--- config.mk ---
export PLATFORM = sky130hd
export DESIGN_NAME = gpf_framer
export DESIGN_NICKNAME = d
export VERILOG_FILES = /design/src/rtl/gpf_pkg.sv /design/src/rtl/gpf_fifo.sv /design/src/rtl/gpf_shadow.sv /design/src/rtl/gpf_assembler.sv /design/src/rtl/gpf_framer.sv
export SDC_FILE = /design/constraint.sdc
export NUM_CORES = 1
export LEC_CHECK = 0
export BUFFER_PORTS_ARGS = -buffer_cell sky130_fd_sc_hd__buf_2
export CORE_ASPECT_RATIO = 1.2
export CORE_MARGIN = 3
export CORE_UTILIZATION = 50
export CTS_CLUSTER_SIZE = 12
export DETAILED_ROUTE_END_ITERATION = 8
export PLACE_DENSITY = 0.69
export SLEW_MARGIN = 20
export SYNTH_ARGS = -nofsm -noshare
export SYNTH_HDL_FRONTEND = slang
export SYNTH_SLANG_ARGS = --single-unit
--- constraint.sdc ---
create_clock -name clk -period 15.9 [get_ports clk]
set_input_delay 0.795 -clock clk [delete_from_list [all_inputs] [get_ports clk]]
set_output_delay 0.795 -clock clk [all_outputs]
set_load 0.03 [all_outputs]
--- src/rtl/gpf_pkg.sv ---
package gpf_pkg;

  localparam int WORD_W   = 32;
  localparam int STATUS_W = 13;

  typedef enum logic [1:0] {ST_COLLECT, ST_EMIT, ST_XFER} asm_state_t;

  // Extra words following the header, decoded from opcode fields.
  function automatic logic [3:0] extra_words(input logic [7:0] op);
    logic [3:0] n;
    n = 4'd0;
    if (op == 8'h02) n = 4'd2;
    else if (op == 8'h80) n = 4'd3;
    else if (op[7:5] == 3'b001) begin
      case (op[4:2])
        3'd0: n = 4'd3;
        3'd1: n = 4'd6;
        3'd2: n = 4'd4;
        3'd3: n = 4'd8;
        3'd4: n = 4'd5;
        3'd5: n = 4'd8;
        3'd6: n = 4'd7;
        default: n = 4'd11;
      endcase
    end else if (op[7:6] == 2'b01) begin
      case (op[5:2])
        4'd0, 4'd1, 4'd8:             n = 4'd2;
        4'd2, 4'd3, 4'd4, 4'd5, 4'd9: n = 4'd3;
        4'd6, 4'd7:                   n = 4'd4;
        4'd10, 4'd12, 4'd14:          n = 4'd1;
        4'd13, 4'd15:                 n = 4'd2;
        default:                      n = 4'd0;
      endcase
    end
    return n;
  endfunction

  function automatic logic is_flat_poly(input logic [7:0] op);
    return op[7:3] == 5'b01001;
  endfunction

  function automatic logic is_shaded_poly(input logic [7:0] op);
    return op[7:3] == 5'b01011;
  endfunction

  function automatic logic is_xfer_op(input logic [7:0] op);
    return (op[7:5] == 3'b101) || (op[7:5] == 3'b110);
  endfunction

  function automatic logic is_xfer_read(input logic [7:0] op);
    return op[7:5] == 3'b110;
  endfunction

  function automatic logic is_env_op(input logic [7:0] op);
    return op[7:3] == 5'b11100;
  endfunction

  function automatic logic is_terminator(input logic [WORD_W-1:0] w);
    return (w & 32'hF000_F000) == 32'h5000_5000;
  endfunction

  function automatic logic [WORD_W-1:0] shadow_reset(input logic [2:0] i);
    return {5'b11100, i, 24'h0};
  endfunction

  // True when the word at index idx is the last one of its packet.
  function automatic logic closes_packet(input logic [7:0] op, input logic [7:0] idx,
                                         input logic [WORD_W-1:0] w, input logic [7:0] last_idx);
    logic hit;
    if (is_xfer_op(op))          hit = (idx == 8'd2);
    else if (is_flat_poly(op))   hit = (idx >= 8'd3) && is_terminator(w);
    else if (is_shaded_poly(op)) hit = (idx >= 8'd4) && !idx[0] && is_terminator(w);
    else                         hit = (idx == {4'd0, extra_words(op)});
    return hit || (idx == last_idx);
  endfunction

endpackage

--- src/rtl/gpf_fifo.sv ---
module gpf_fifo #(
  parameter int DEPTH = 16,
  parameter int W     = 32
) (
  input  logic                       clk,
  input  logic                       rst_n,
  input  logic                       flush,
  input  logic                       push,
  input  logic [W-1:0]               wdata,
  output logic                       full,
  input  logic                       pop,
  output logic [W-1:0]               rdata,
  output logic                       empty,
  output logic [$clog2(DEPTH):0]     count
);
  localparam int AW = $clog2(DEPTH);
  localparam logic [AW:0]   FULL_CNT = (AW+1)'(DEPTH);
  localparam logic [AW-1:0] LAST_PTR = AW'(DEPTH - 1);

  logic [W-1:0]  mem_q [DEPTH];
  logic [AW-1:0] wp_q, rp_q;
  logic [AW:0]   cnt_q;
  logic          do_push, do_pop;

  assign full    = (cnt_q == FULL_CNT);
  assign empty   = (cnt_q == '0);
  assign do_push = push && !full;
  assign do_pop  = pop && !empty;
  assign rdata   = mem_q[rp_q];
  assign count   = cnt_q;

  always_ff @(posedge clk) begin
    if (do_push && !flush) mem_q[wp_q] <= wdata;
  end

  always_ff @(posedge clk or negedge rst_n) begin
    if (!rst_n) begin
      wp_q  <= '0;
      rp_q  <= '0;
      cnt_q <= '0;
    end else if (flush) begin
      wp_q  <= '0;
      rp_q  <= '0;
      cnt_q <= '0;
    end else begin
      if (do_push) wp_q <= (wp_q == LAST_PTR) ? '0 : wp_q + AW'(1);
      if (do_pop)  rp_q <= (rp_q == LAST_PTR) ? '0 : rp_q + AW'(1);
      case ({do_push, do_pop})
        2'b10:   cnt_q <= cnt_q + (AW+1)'(1);
        2'b01:   cnt_q <= cnt_q - (AW+1)'(1);
        default: cnt_q <= cnt_q;
      endcase
    end
  end
endmodule

--- src/rtl/gpf_shadow.sv ---
module gpf_shadow import gpf_pkg::*; #(
  parameter int NREGS = 8
) (
  input  logic                      clk,
  input  logic                      rst_n,
  input  logic                      we,
  input  logic [$clog2(NREGS)-1:0]  idx,
  input  logic [WORD_W-1:0]         wdata,
  input  logic [$clog2(NREGS)-1:0]  sel,
  output logic [WORD_W-1:0]         rdata,
  output logic [STATUS_W-1:0]       status
);
  localparam int IXW = $clog2(NREGS);

  logic [WORD_W-1:0] regs_q [NREGS];

  for (genvar g = 0; g < NREGS; g++) begin : g_reg
    always_ff @(posedge clk or negedge rst_n) begin
      if (!rst_n)                          regs_q[g] <= shadow_reset(3'(g));
      else if (we && (idx == IXW'(g)))     regs_q[g] <= wdata;
    end
  end

  assign rdata  = regs_q[sel];
  assign status = {regs_q[6][1:0], regs_q[1][10:0]};
endmodule

--- src/rtl/gpf_assembler.sv ---
module gpf_assembler import gpf_pkg::*; #(
  parameter int MAX_WORDS = 12
) (
  input  logic              clk,
  input  logic              rst_n,
  input  logic              flush,
  input  logic              fifo_empty,
  input  logic [WORD_W-1:0] fifo_rdata,
  output logic              fifo_pop,
  output logic              pkt_valid,
  input  logic              pkt_ready,
  output logic [WORD_W-1:0] pkt_data,
  output logic              pkt_last,
  output logic              xfer_start,
  output logic              xfer_read,
  output logic [WORD_W-1:0] xfer_pos,
  output logic [WORD_W-1:0] xfer_size,
  output logic              xfer_active,
  input  logic              xfer_done,
  output logic              shd_we,
  output logic [2:0]        shd_idx,
  output logic [WORD_W-1:0] shd_wdata
);
  localparam int IW = $clog2(MAX_WORDS + 1);
  localparam logic [7:0] LAST_IDX = 8'(MAX_WORDS - 1);

  asm_state_t        state_q;
  logic [WORD_W-1:0] buf_q [MAX_WORDS];
  logic [IW-1:0]     cnt_q, rd_q, len_q;
  logic [7:0]        op_q;
  logic [WORD_W-1:0] pos_q, size_q;
  logic              start_q, read_q;

  logic       take, hdr, env_hit, close_now;
  logic [7:0] op_now;

  always_comb begin
    take      = (state_q == ST_COLLECT) && !fifo_empty;
    hdr       = (cnt_q == '0);
    op_now    = hdr ? fifo_rdata[31:24] : op_q;
    env_hit   = take && hdr && is_env_op(op_now);
    close_now = take && !env_hit && closes_packet(op_now, 8'(cnt_q), fifo_rdata, LAST_IDX);
  end

  assign fifo_pop    = take;
  assign shd_we      = env_hit;
  assign shd_idx     = op_now[2:0];
  assign shd_wdata   = fifo_rdata;
  assign pkt_valid   = (state_q == ST_EMIT);
  assign pkt_data    = buf_q[rd_q];
  assign pkt_last    = (rd_q == len_q - IW'(1));
  assign xfer_active = (state_q == ST_XFER);
  assign xfer_start  = start_q;
  assign xfer_read   = read_q;
  assign xfer_pos    = pos_q;
  assign xfer_size   = size_q;

  always_ff @(posedge clk) begin
    if (take && !env_hit && !flush) buf_q[cnt_q] <= fifo_rdata;
  end

  always_ff @(posedge clk or negedge rst_n) begin
    if (!rst_n) begin
      state_q <= ST_COLLECT;
      cnt_q   <= '0;
      rd_q    <= '0;
      len_q   <= '0;
      op_q    <= '0;
      start_q <= 1'b0;
      read_q  <= 1'b0;
      pos_q   <= '0;
      size_q  <= '0;
    end else if (flush) begin
      state_q <= ST_COLLECT;
      cnt_q   <= '0;
      rd_q    <= '0;
      start_q <= 1'b0;
    end else begin
      start_q <= 1'b0;
      case (state_q)
        ST_COLLECT: begin
          if (take && !env_hit) begin
            if (hdr) op_q <= fifo_rdata[31:24];
            if (close_now) begin
              cnt_q <= '0;
              if (is_xfer_op(op_now)) begin
                state_q <= ST_XFER;
                start_q <= 1'b1;
                read_q  <= is_xfer_read(op_now);
                pos_q   <= buf_q[1];
                size_q  <= fifo_rdata;
              end else begin
                state_q <= ST_EMIT;
                len_q   <= cnt_q + IW'(1);
                rd_q    <= '0;
              end
            end else begin
              cnt_q <= cnt_q + IW'(1);
            end
          end
        end
        ST_EMIT: begin
          if (pkt_ready) begin
            if (pkt_last) state_q <= ST_COLLECT;
            else          rd_q    <= rd_q + IW'(1);
          end
        end
        ST_XFER: begin
          if (xfer_done) state_q <= ST_COLLECT;
        end
        default: state_q <= ST_COLLECT;
      endcase
    end
  end
endmodule

--- src/rtl/gpf_framer.sv ---
module gpf_framer import gpf_pkg::*; #(
  parameter int FIFO_DEPTH = 16,
  parameter int MAX_WORDS  = 12
) (
  input  logic                clk,
  input  logic                rst_n,
  input  logic                cmd_reset,
  input  logic                in_valid,
  input  logic [31:0]         in_data,
  output logic                in_ready,
  output logic                pkt_valid,
  input  logic                pkt_ready,
  output logic [31:0]         pkt_data,
  output logic                pkt_last,
  output logic                xfer_start,
  output logic                xfer_read,
  output logic [31:0]         xfer_pos,
  output logic [31:0]         xfer_size,
  output logic                xfer_active,
  input  logic                xfer_done,
  input  logic [2:0]          shd_sel,
  output logic [31:0]         shd_data,
  output logic [12:0]         status_word
);
  localparam int CW = $clog2(FIFO_DEPTH) + 1;

  logic              fifo_full, fifo_empty, fifo_pop;
  logic [WORD_W-1:0] fifo_rdata;
  logic [CW-1:0]     fifo_count;
  logic              shd_we;
  logic [2:0]        shd_idx;
  logic [WORD_W-1:0] shd_wdata;

  assign in_ready = !fifo_full;

  gpf_fifo #(.DEPTH(FIFO_DEPTH), .W(WORD_W)) fifo_i (
    .clk(clk), .rst_n(rst_n), .flush(cmd_reset),
    .push(in_valid), .wdata(in_data), .full(fifo_full),
    .pop(fifo_pop), .rdata(fifo_rdata), .empty(fifo_empty), .count(fifo_count)
  );

  gpf_assembler #(.MAX_WORDS(MAX_WORDS)) asm_i (
    .clk(clk), .rst_n(rst_n), .flush(cmd_reset),
    .fifo_empty(fifo_empty), .fifo_rdata(fifo_rdata), .fifo_pop(fifo_pop),
    .pkt_valid(pkt_valid), .pkt_ready(pkt_ready), .pkt_data(pkt_data), .pkt_last(pkt_last),
    .xfer_start(xfer_start), .xfer_read(xfer_read), .xfer_pos(xfer_pos),
    .xfer_size(xfer_size), .xfer_active(xfer_active), .xfer_done(xfer_done),
    .shd_we(shd_we), .shd_idx(shd_idx), .shd_wdata(shd_wdata)
  );

  gpf_shadow #(.NREGS(8)) shadow_i (
    .clk(clk), .rst_n(rst_n), .we(shd_we), .idx(shd_idx), .wdata(shd_wdata),
    .sel(shd_sel), .rdata(shd_data), .status(status_word)
  );
endmodule

==> results by group, run 1 <==
Critical path
  – Crit Path Max Fanout: between 50 and 60
  – CP cell instances: buf_4 > mux2i_1 > a2bb2oi_1 > a22o_1 > mux2i_1 > ha_1 > a211oi_1 > a2111oi_0 > nand3_1 > o32ai_1 > a31o_1 > nand2_4 > buf_4 > mux2_4
  – Slowest CP cell: dfrtp_4
  – Critical path class: reg2reg
  – Critical Path AT: around 7.4 ns
  – Max stage delay on crit path: a little over 1 ns
  – Worst Setup End Kind: flop
  – CP Data Required Time: 16.48 ns
  – CP Launch Type: flop

Yosys
  – Synthesized Nets: 2608
  – Post-synthesis register bit count: 1253
  – Synth cell types: 72
  – Sequential fraction of the synthesis area: 0.710
  – Asr flop ratio synth: 0.285
  – Synthesized instance count: 2543
  – Post-Syn Area: 50500 um2
  – Synth Flop Type: edfxtp_1
  – Post-synth EDFFs: 896
  – Syn_area_per_cell: about 20 um2
  – Syn. warnings: 0

GRT
  – Final global-route overflow total: 0
  – Vias in the first global route: about 26000
  – Pin count of the biggest net entering global routing: 83
  – First-pass GRT wire length: 172000 um
  – GRT Resource Usage Total: 0.220
  – Initial antenna violation count: 19

STA
  – Worst Max-Slew Pin Slew: 1.06 ns
  – Clock Skews: roughly 0.061 ns
  – Tcrit/Tclk final: 0.427
  – Final worst slack: between 9 and 10 ns
  – Tmin final: ~6.8 ns
  – Final setup viols: 0
  – Fin. Hold Viols: 0
  – RSZ-0062 raised after global routing: false
  – F_max: approximately 150 MHz
  – Final-report max-slew violation count: 0
  – Relative slew margins: 0.270
  – Total negative slack: 0 ns

Detailed routing
  – Vias: around 25000
  – Routed Antenna Nets: 0
  – WL/cell: 27.3 um
  – Vias per std cell: approximately 6
  – Final wirelength: between 100000 and 150000 um
  – DRT Pass-1 Iters: 5
  – DRT iter0 DRCs: around 2300
  – Residual DRC count: 0

Finish
  – Nets: 2823
  – Multi-input logic area: about 14000 um2
  – Syn-to-layout area delta: 12.3%
  – Register area: 35900 um2
  – Share of cells above drive strength 1: 0.384
  – Fillcell total: ~7400
  – Most frequent cells in the layout: 896 x edfxtp_1, 314 x dfrtp_1, 304 x mux4_2
  – Most common cell after layout, fill and taps aside: edfxtp_1

Outcome
  – Outcome: completed

Clocking
  – CTS H-tree depth: 3
  – Clk sinks: between 1000 and 1500
  – Worst-path clk slew: approximately 0.06 ns
  – Root Buffer: clkbuf_16
  – Clock Latency Late Sink: around 0.71 ns
  – Post-CTS setup repair buffer count: 0
  – Post-CTS Hold Buffers: 0
  – TritonCTS clock tree: done
  – Longest Clk Path Bufs: 3
  – TritonCTS Buffers: about 120
  – CTS resizes: 0

Place
  – DP HPWL: ~66000 um
  – Port Buffers: approximately 190
  – Post-Place Setup Slack: 9.05 ns
  – GPL Wtd Cong: approximately 0.85

Floorplanning
  – Die width: 296 um
  – Die Ht: about 350 um
  – Std-Cell Rows: 127
  – Core region area: around 100000 um2
  – Starting density of the core: 0.505
  – Die area: roughly 100000 um2
  – Top Ports: roughly 190

Worst hold path
  – Hold WC Path Type: in2async

Pwr
  – Pleak: roughly 0.021 uW
  – Peak supply drop: just over 0.1 mV
  – Power per cell area: about 170 nW/um2

Job
  – MaxCap Viol Count: 0
==> worst max-delay path, delay by kind of cell, from the launching register on <==
family | cells | cell delay (ns)
DFF | 1 | 1.01
muxes | 3 | 1.68
AOI/OAI and AO/OA | 6 | 1.80
and+or+nand+nor | 2 | 0.40
adders and majority gates | 1 | 0.35
buffers and inverters | 2 | 1.25
==> worst paths after layout <==
kind	start	to	slack [ns]	cells after the start
max in group asynchronous	rst_n	shadow_i.status[1]$_DFFE_PN0P_	12.79	4
worst max-delay path	fifo_i.rp_q[0]$_DFFE_PN0P_	asm_i.xfer_pos[17]$_DFFE_PN0P_	9.12	14
worst min-delay path	rst_n	asm_i.xfer_pos[29]$_DFFE_PN0P_	0.09	1
worst max register to register	fifo_i.rp_q[0]$_DFFE_PN0P_	asm_i.xfer_pos[17]$_DFFE_PN0P_	9.12	14
worst min register to register	asm_i.xfer_pos[1]$_DFFE_PN0P_	asm_i.xfer_pos[1]$_DFFE_PN0P_	0.49	1
min in group clk	pkt_ready	asm_i.state_q[0]$_DFFE_PN0P_	0.43	3
==> final cells by class <==
cell class                      count  area share
Antenna cell                        7    0.000309
Sequential cell                  1253       0.632
Clock inverter                     19     0.00434
Timing Repair Buffer              242      0.0246
Tap cell                         1290      0.0284
Clock buffer                      206      0.0612
Inverter                           21     0.00139
Multi-Input combinational cell   1119       0.247
==> where the power goes <==
part           internal, uW  switching [uW]
Clock                  1530            1180
Sequential             4030             220
Combinational          1030            1540
Total                  6590            2940
==> synth_stat cells, drive strengths merged (2+ instances only) <==
library cell	instances	area [um2]
a211oi	5	42.5
inv	21	78.8
and3	8	50.1
a22o	6	52.6
dfrtp	321	8030
nor2	53	199
a31oi	5	31.3
o21ai	41	205
o211ai	5	37.5
a311oi	3	26.3
buf	84	483
clkbuf	66	248
a211o	3	26.3
o22ai	2	12.5
a22oi	7	57.6
mux2	314	3720
nor3b	3	27.5
a221o	2	20.0
nand3	10	50.1
or2	22	138
nand2	88	333
ha	23	288
nand2b	21	131
xnor2	12	105
o22a	2	17.5
a2bb2oi	3	26.3
a41oi	3	26.3
or3	4	25.0
xor2	3	26.3
dfstp	36	946
a21oi	22	110
and2	18	113
edfxtp	896	26900
mux4	304	6850
nor3	14	70.1
o31ai	2	20.0
nor2b	12	75.1
mux2i	62	621
a21o	9	67.6
nor4b	3	26.3
a221oi	2	17.5
nor4	5	31.3
==> metrics by stage <==
stage / std cells / cell area (um2) / hold WS (ns) / total power, uW / util
after detailed placement: 3924 / 53000 / 0.470 / 6910 / 0.529
after global placement: 3923 / 53000 / 0.464 / 6800 / 0.529
after global routing: 4151 / 56800 / 0.121 / 9960 / 0.567
after CTS: 4149 / 56700 / 0.0814 / 9610 / 0.567
final: 4157 / 56800 / 0.0887 / 9530 / 0.567
after floorplan: 2543 / 50500 / 0.446 / 6090 / -
==> routing by layer <==
metal  vias to the layer above  wire (um)  global-route usage  part of all wire
met1                     13400      45400               0.294              0.40
met3                       187       6460              0.0345             0.057
met5                         -         59                   0           0.00052
li1                      10600          -                   -                 -
met2                       801      58500               0.378              0.52
met4                        10       2870              0.0617             0.025
==> cell families (layout without fill, tap and decap cells) <==
group,after synthesis,count (layout),synth area share
other cells,0,7,0
buf+inv,171,488,0.0160
compound gates,135,135,0.0181
flops,1253,1253,0.710
mux,680,680,0.221
fa+ha+maj,24,24,0.00609
simple gates,265,265,0.0257
xor+xnor,15,15,0.00260
==> flip-flops by register name, indices dropped and copies added (netlist names) <==
name,cells
asm_i.cnt_q,4
shadow_i.status,13
asm_i.xfer_pos,32
asm_i.len_q,4
asm_i.xfer_start,1
asm_i.xfer_size,32
asm_i.buf_q,384
fifo_i.count,5
asm_i.xfer_read,1
fifo_i.rp_q,4
shadow_i.regs_q,243
fifo_i.mem_q,512
asm_i.op_q,8
asm_i.state_q,2
asm_i.rd_q,4
fifo_i.wp_q,4
Power figures use the tool's default switching activity.
==> inputs of run 2 (changes only) <==
- clock period: 15.9 -> 6.5 ns (I/O delays scaled with it)
==> run 2 against run 1 <==
  * Cell count increased by 1.1%
  * Flip-flop and latch count unchanged
  * Clock power is 150% higher
  * Sequential share of layout area fell by 0.47 points
  * Clock skew shrank 0.036 ns
  * Critical path depth did not move
  * Setup slack lost 8.2 ns
  * Clock-buffer cell count up 12
  * Sequential power rose by 140%
  * Wire length rose by 2.5%
  * Highest routed layer unchanged
==> results by group, run 2 (synthesis gave the netlist of run 1 again) <==
Critical path
  – CP Data Required Time: 7.08 ns (was 16.48 ns)
  – Worst r2r dst: asm_i.xfer_size[21]$_DFFE_PN0P_ (was asm_i.xfer_pos[17]$_DFFE_PN0P_)
  – CP Launch Type: flop (unchanged)
  – Crit Path Max Fanout: 50 (was 53)
  – Critical Path AT: 6.19 ns (was 7.36 ns)
  – Max stage delay on crit path: 0.83 ns (was 1.01 ns)
  – CP cell instances: buf_4 > mux4_2 > a22oi_1 > nand2_1 > mux2i_1 > buf_4 > nand4b_1 > o32a_1 > and3_1 > a211oi_2 > a31o_1 > nand2_4 > buf_12 > mux2_4 (was buf_4 > mux2i_1 > a2bb2oi_1 > a22o_1 > mux2i_1 > ha_1 > a211oi_1 > a2111oi_0 > nand3_1 > o32ai_1 > a31o_1 > nand2_4 > buf_4 > mux2_4)
  – CP delay by family, top: multiplexers (was compound AO/OA/AOI/OAI gates)
  – FF-to-FF Start: fifo_i.rp_q[0]$_DFFE_PN0P_ (unchanged)
  – Worst Setup End Kind: flop (unchanged)
  – Reg2Reg Setup Slack: 0.89 ns (was 9.12 ns)
  – CP dominant cell by count: buf_4
  – Critical path class: reg2reg (unchanged)
  – WP buf/inv: 3 (was 2)
  – R2R cell count: 14 (unchanged)
  – Slowest CP cell: dfrtp_4 (unchanged)

Worst hold path
  – Worst hold endpoint: fifo_i.wp_q[1]$_DFFE_PN0P_
  – Worst Hold Launch: in_valid
  – Hold depth: 4
  – Hold WC Path Type: in2reg (was in2async)

Pwr
  – Power per cell area: 409 nW/um2 (was 168 nW/um2)
  – Peak supply drop: 0.293 mV (was 0.102 mV)
  – Pleak: 0.0210 uW (was 0.0208 uW)

Detailed routing
  – DRT Pass-1 Iters: 5 (unchanged)
  – Vias per std cell: 6.01 (was 6.02)
  – Routed Antenna Nets: 0 (unchanged)
  – Residual DRC count: 0 (unchanged)
  – DRT iter0 DRCs: 1987 (was 2319)
  – Final wirelength: 116000 um (was 113000 um)
  – Routed wl met2: 60300 um (was 58500 um)
  – Top Layer Used: met5 (unchanged)
  – Met1 wire length: 46500 um (was 45400 um)
  – WL/cell: 27.6 um (was 27.3 um)
  – Met3 WL: 6670 um (was 6460 um)
  – Vias: 25200 (was 25000)

Finish
  – Most common cell after layout, fill and taps aside: edfxtp_1 (unchanged)
  – Biggest regs: fifo_i.mem_q: 512 flops, asm_i.buf_q: 384 flops, shadow_i.regs_q: 243 flops (unchanged)
  – Share of cells above drive strength 1: 0.380 (was 0.384)
  – Max reg flops: 512 (unchanged)
  – Syn-to-layout area delta: 13.2% (was 12.3%)
  – Nets: 2865 (was 2823)
  – Final instance count without filler cells: 4202 (was 4157)
  – Most frequent cells in the layout: 896 x edfxtp_1, 314 x dfrtp_1, 304 x mux4_2 (unchanged)
  – Design Area, Final: 57200 um2 (was 56800 um2)
  – Biggest register: fifo_i.mem_q (unchanged)

Place
  – Placed Instance Area: 53100 um2 (was 53000 um2)
  – GPL Wtd Cong: 0.848 (was 0.851)
  – Post-Place Setup Slack: 0.985 ns (was 9.05 ns)
  – Cell Count Post-Placement: 3933 (was 3924)
  – Port Buffers: 187 (unchanged)
  – DP HPWL: 67300 um (was 66100 um)

Clocking
  – CTS resizes: 0 (unchanged)
  – CTS H-tree depth: 3 (unchanged)
  – Root Buffer: clkbuf_16 (unchanged)
  – Post-CTS setup repair buffer count: 0 (unchanged)
  – TritonCTS clock tree: done (unchanged)
  – Clock Latency Late Sink: 0.70 ns (was 0.71 ns)
  – TritonCTS Buffers: 120 (was 121)
  – Clk sinks: 1253 (unchanged)
  – Longest Clk Path Bufs: 3 (unchanged)
  – Worst-path clk slew: 0.06 ns (about the same)
  – Post-CTS Hold Buffers: 35 (was 0)

Floorplanning
  – Die area: 105000 um2 (unchanged)
  – Die Ht: 354 um (unchanged)
  – Top Ports: 188 (unchanged)
  – Starting density of the core: 0.505 (unchanged)
  – Core region area: 100000 um2 (unchanged)
  – Std-Cell Rows: 127 (unchanged)
  – Die width: 296 um (unchanged)

STA
  – Clock Skews: 0.0248 ns (was 0.0611 ns)
  – Final worst slack: 0.885 ns (was 9.12 ns)
  – RSZ-0062 raised after global routing: false (unchanged)
  – Tcrit/Tclk final: 0.864 (was 0.427)
  – Final setup viols: 0 (unchanged)
  – Fin. Hold Viols: 0 (unchanged)
  – Tmin final: 5.61 ns (was 6.78 ns)
  – Total negative slack: 0 ns (unchanged)
  – Worst Max-Slew Pin Slew: 1.06 ns (about the same)
  – Worst hold slack: 0.0659 ns (was 0.0887 ns)
  – Final-report max-slew violation count: 0 (unchanged)
  – Relative slew margins: 0.291 (was 0.270)
  – F_max: 178 MHz (was 147 MHz)

GRT
  – Initial antenna violation count: 12 (was 19)
  – GRT Resource Usage Total: 0.225 (was 0.220)
  – Pin count of the biggest net entering global routing: 142 (was 83)
  – Final global-route overflow total: 0 (unchanged)
  – First-pass GRT wire length: 175000 um (was 172000 um)
  – Vias in the first global route: 26900 (was 26300)

Job
  – MaxCap Viol Count: 0 (unchanged)

Outcome
  – Outcome: completed (unchanged)
## run 2: cell types whose count changed in the layout (fill, tap and decap cells not counted), moves of 4 or more
cell / change
clkbuf_1: +7
clkbuf_8: +5
and3_2: -4
and3_1: +4
buf_4: +8
dlygate4sd3_1: +35
## run 2: stage by stage
| step | util | total power [uW] |
|---|---|---|
| after floorplan | - | 14900 |
| after global placement | 0.530 | 16700 |
| after detailed placement | 0.530 | 16900 |
| after CTS | 0.571 | 23500 |
| after global routing | 0.571 | 24400 |
| final | 0.571 | 23400 |
## run 2: cell type report
| cell class | instances | area [um2] |
|---|---|---|
| diodes | 5 | 12.5 |
| well taps | 1290 | 1610 |
| clock buffers | 218 | 3580 |
| multi-input cells | 1119 | 14100 |
| clock inverters | 11 | 138 |
| repair buffers | 285 | 1810 |
| flip-flops and latches | 1253 | 35900 |
| fillers | 7290 | 42900 |
| inverters | 21 | 78.8 |
## run 2: per-layer routing
metal  global-route usage  vias to the layer above
li1                     -                    10700
met1                0.299                    13600
met2                0.391                      789
met3               0.0320                      186
met4               0.0594                        2
met5                    0                        -
## run 2: how the worst max path moves through the flow
stage,to,start,cells past startpoint,slack (ns)
after floorplan,asm_i.buf_q[2][0]$_DFFE_PP_,asm_i.cnt_q[0]$_DFFE_PN0P_,15,0.69
after global placement,asm_i.xfer_pos[16]$_DFFE_PN0P_,fifo_i.rp_q[0]$_DFFE_PN0P_,15,1.19
after CTS,asm_i.xfer_size[21]$_DFFE_PN0P_,fifo_i.rp_q[0]$_DFFE_PN0P_,15,0.95
final,asm_i.xfer_size[21]$_DFFE_PN0P_,fifo_i.rp_q[0]$_DFFE_PN0P_,14,0.89
after detailed placement,asm_i.xfer_pos[18]$_DFFE_PN0P_,fifo_i.rp_q[0]$_DFFE_PN0P_,15,0.99
after global routing,asm_i.xfer_pos[0]$_DFFE_PN0P_,fifo_i.rp_q[0]$_DFFE_PN0P_,15,0.52
## run 2: worst reg2reg max path, delay by kind of cell (launching register included)
kind | cells | cell delay, ns
muxes | 3 | 1.36
AOI/OAI and AO/OA | 4 | 1.21
and+or+nand+nor | 4 | 1.11
buffers and inverters | 3 | 0.97
DFF | 1 | 0.83
## run 2: power breakdown
group / switching (uW) / leakage, uW / internal, uW
clock network: 2890 / 0.00178 / 3740
registers: 566 / 0.0128 / 9860
logic: 3770 / 0.00646 / 2540
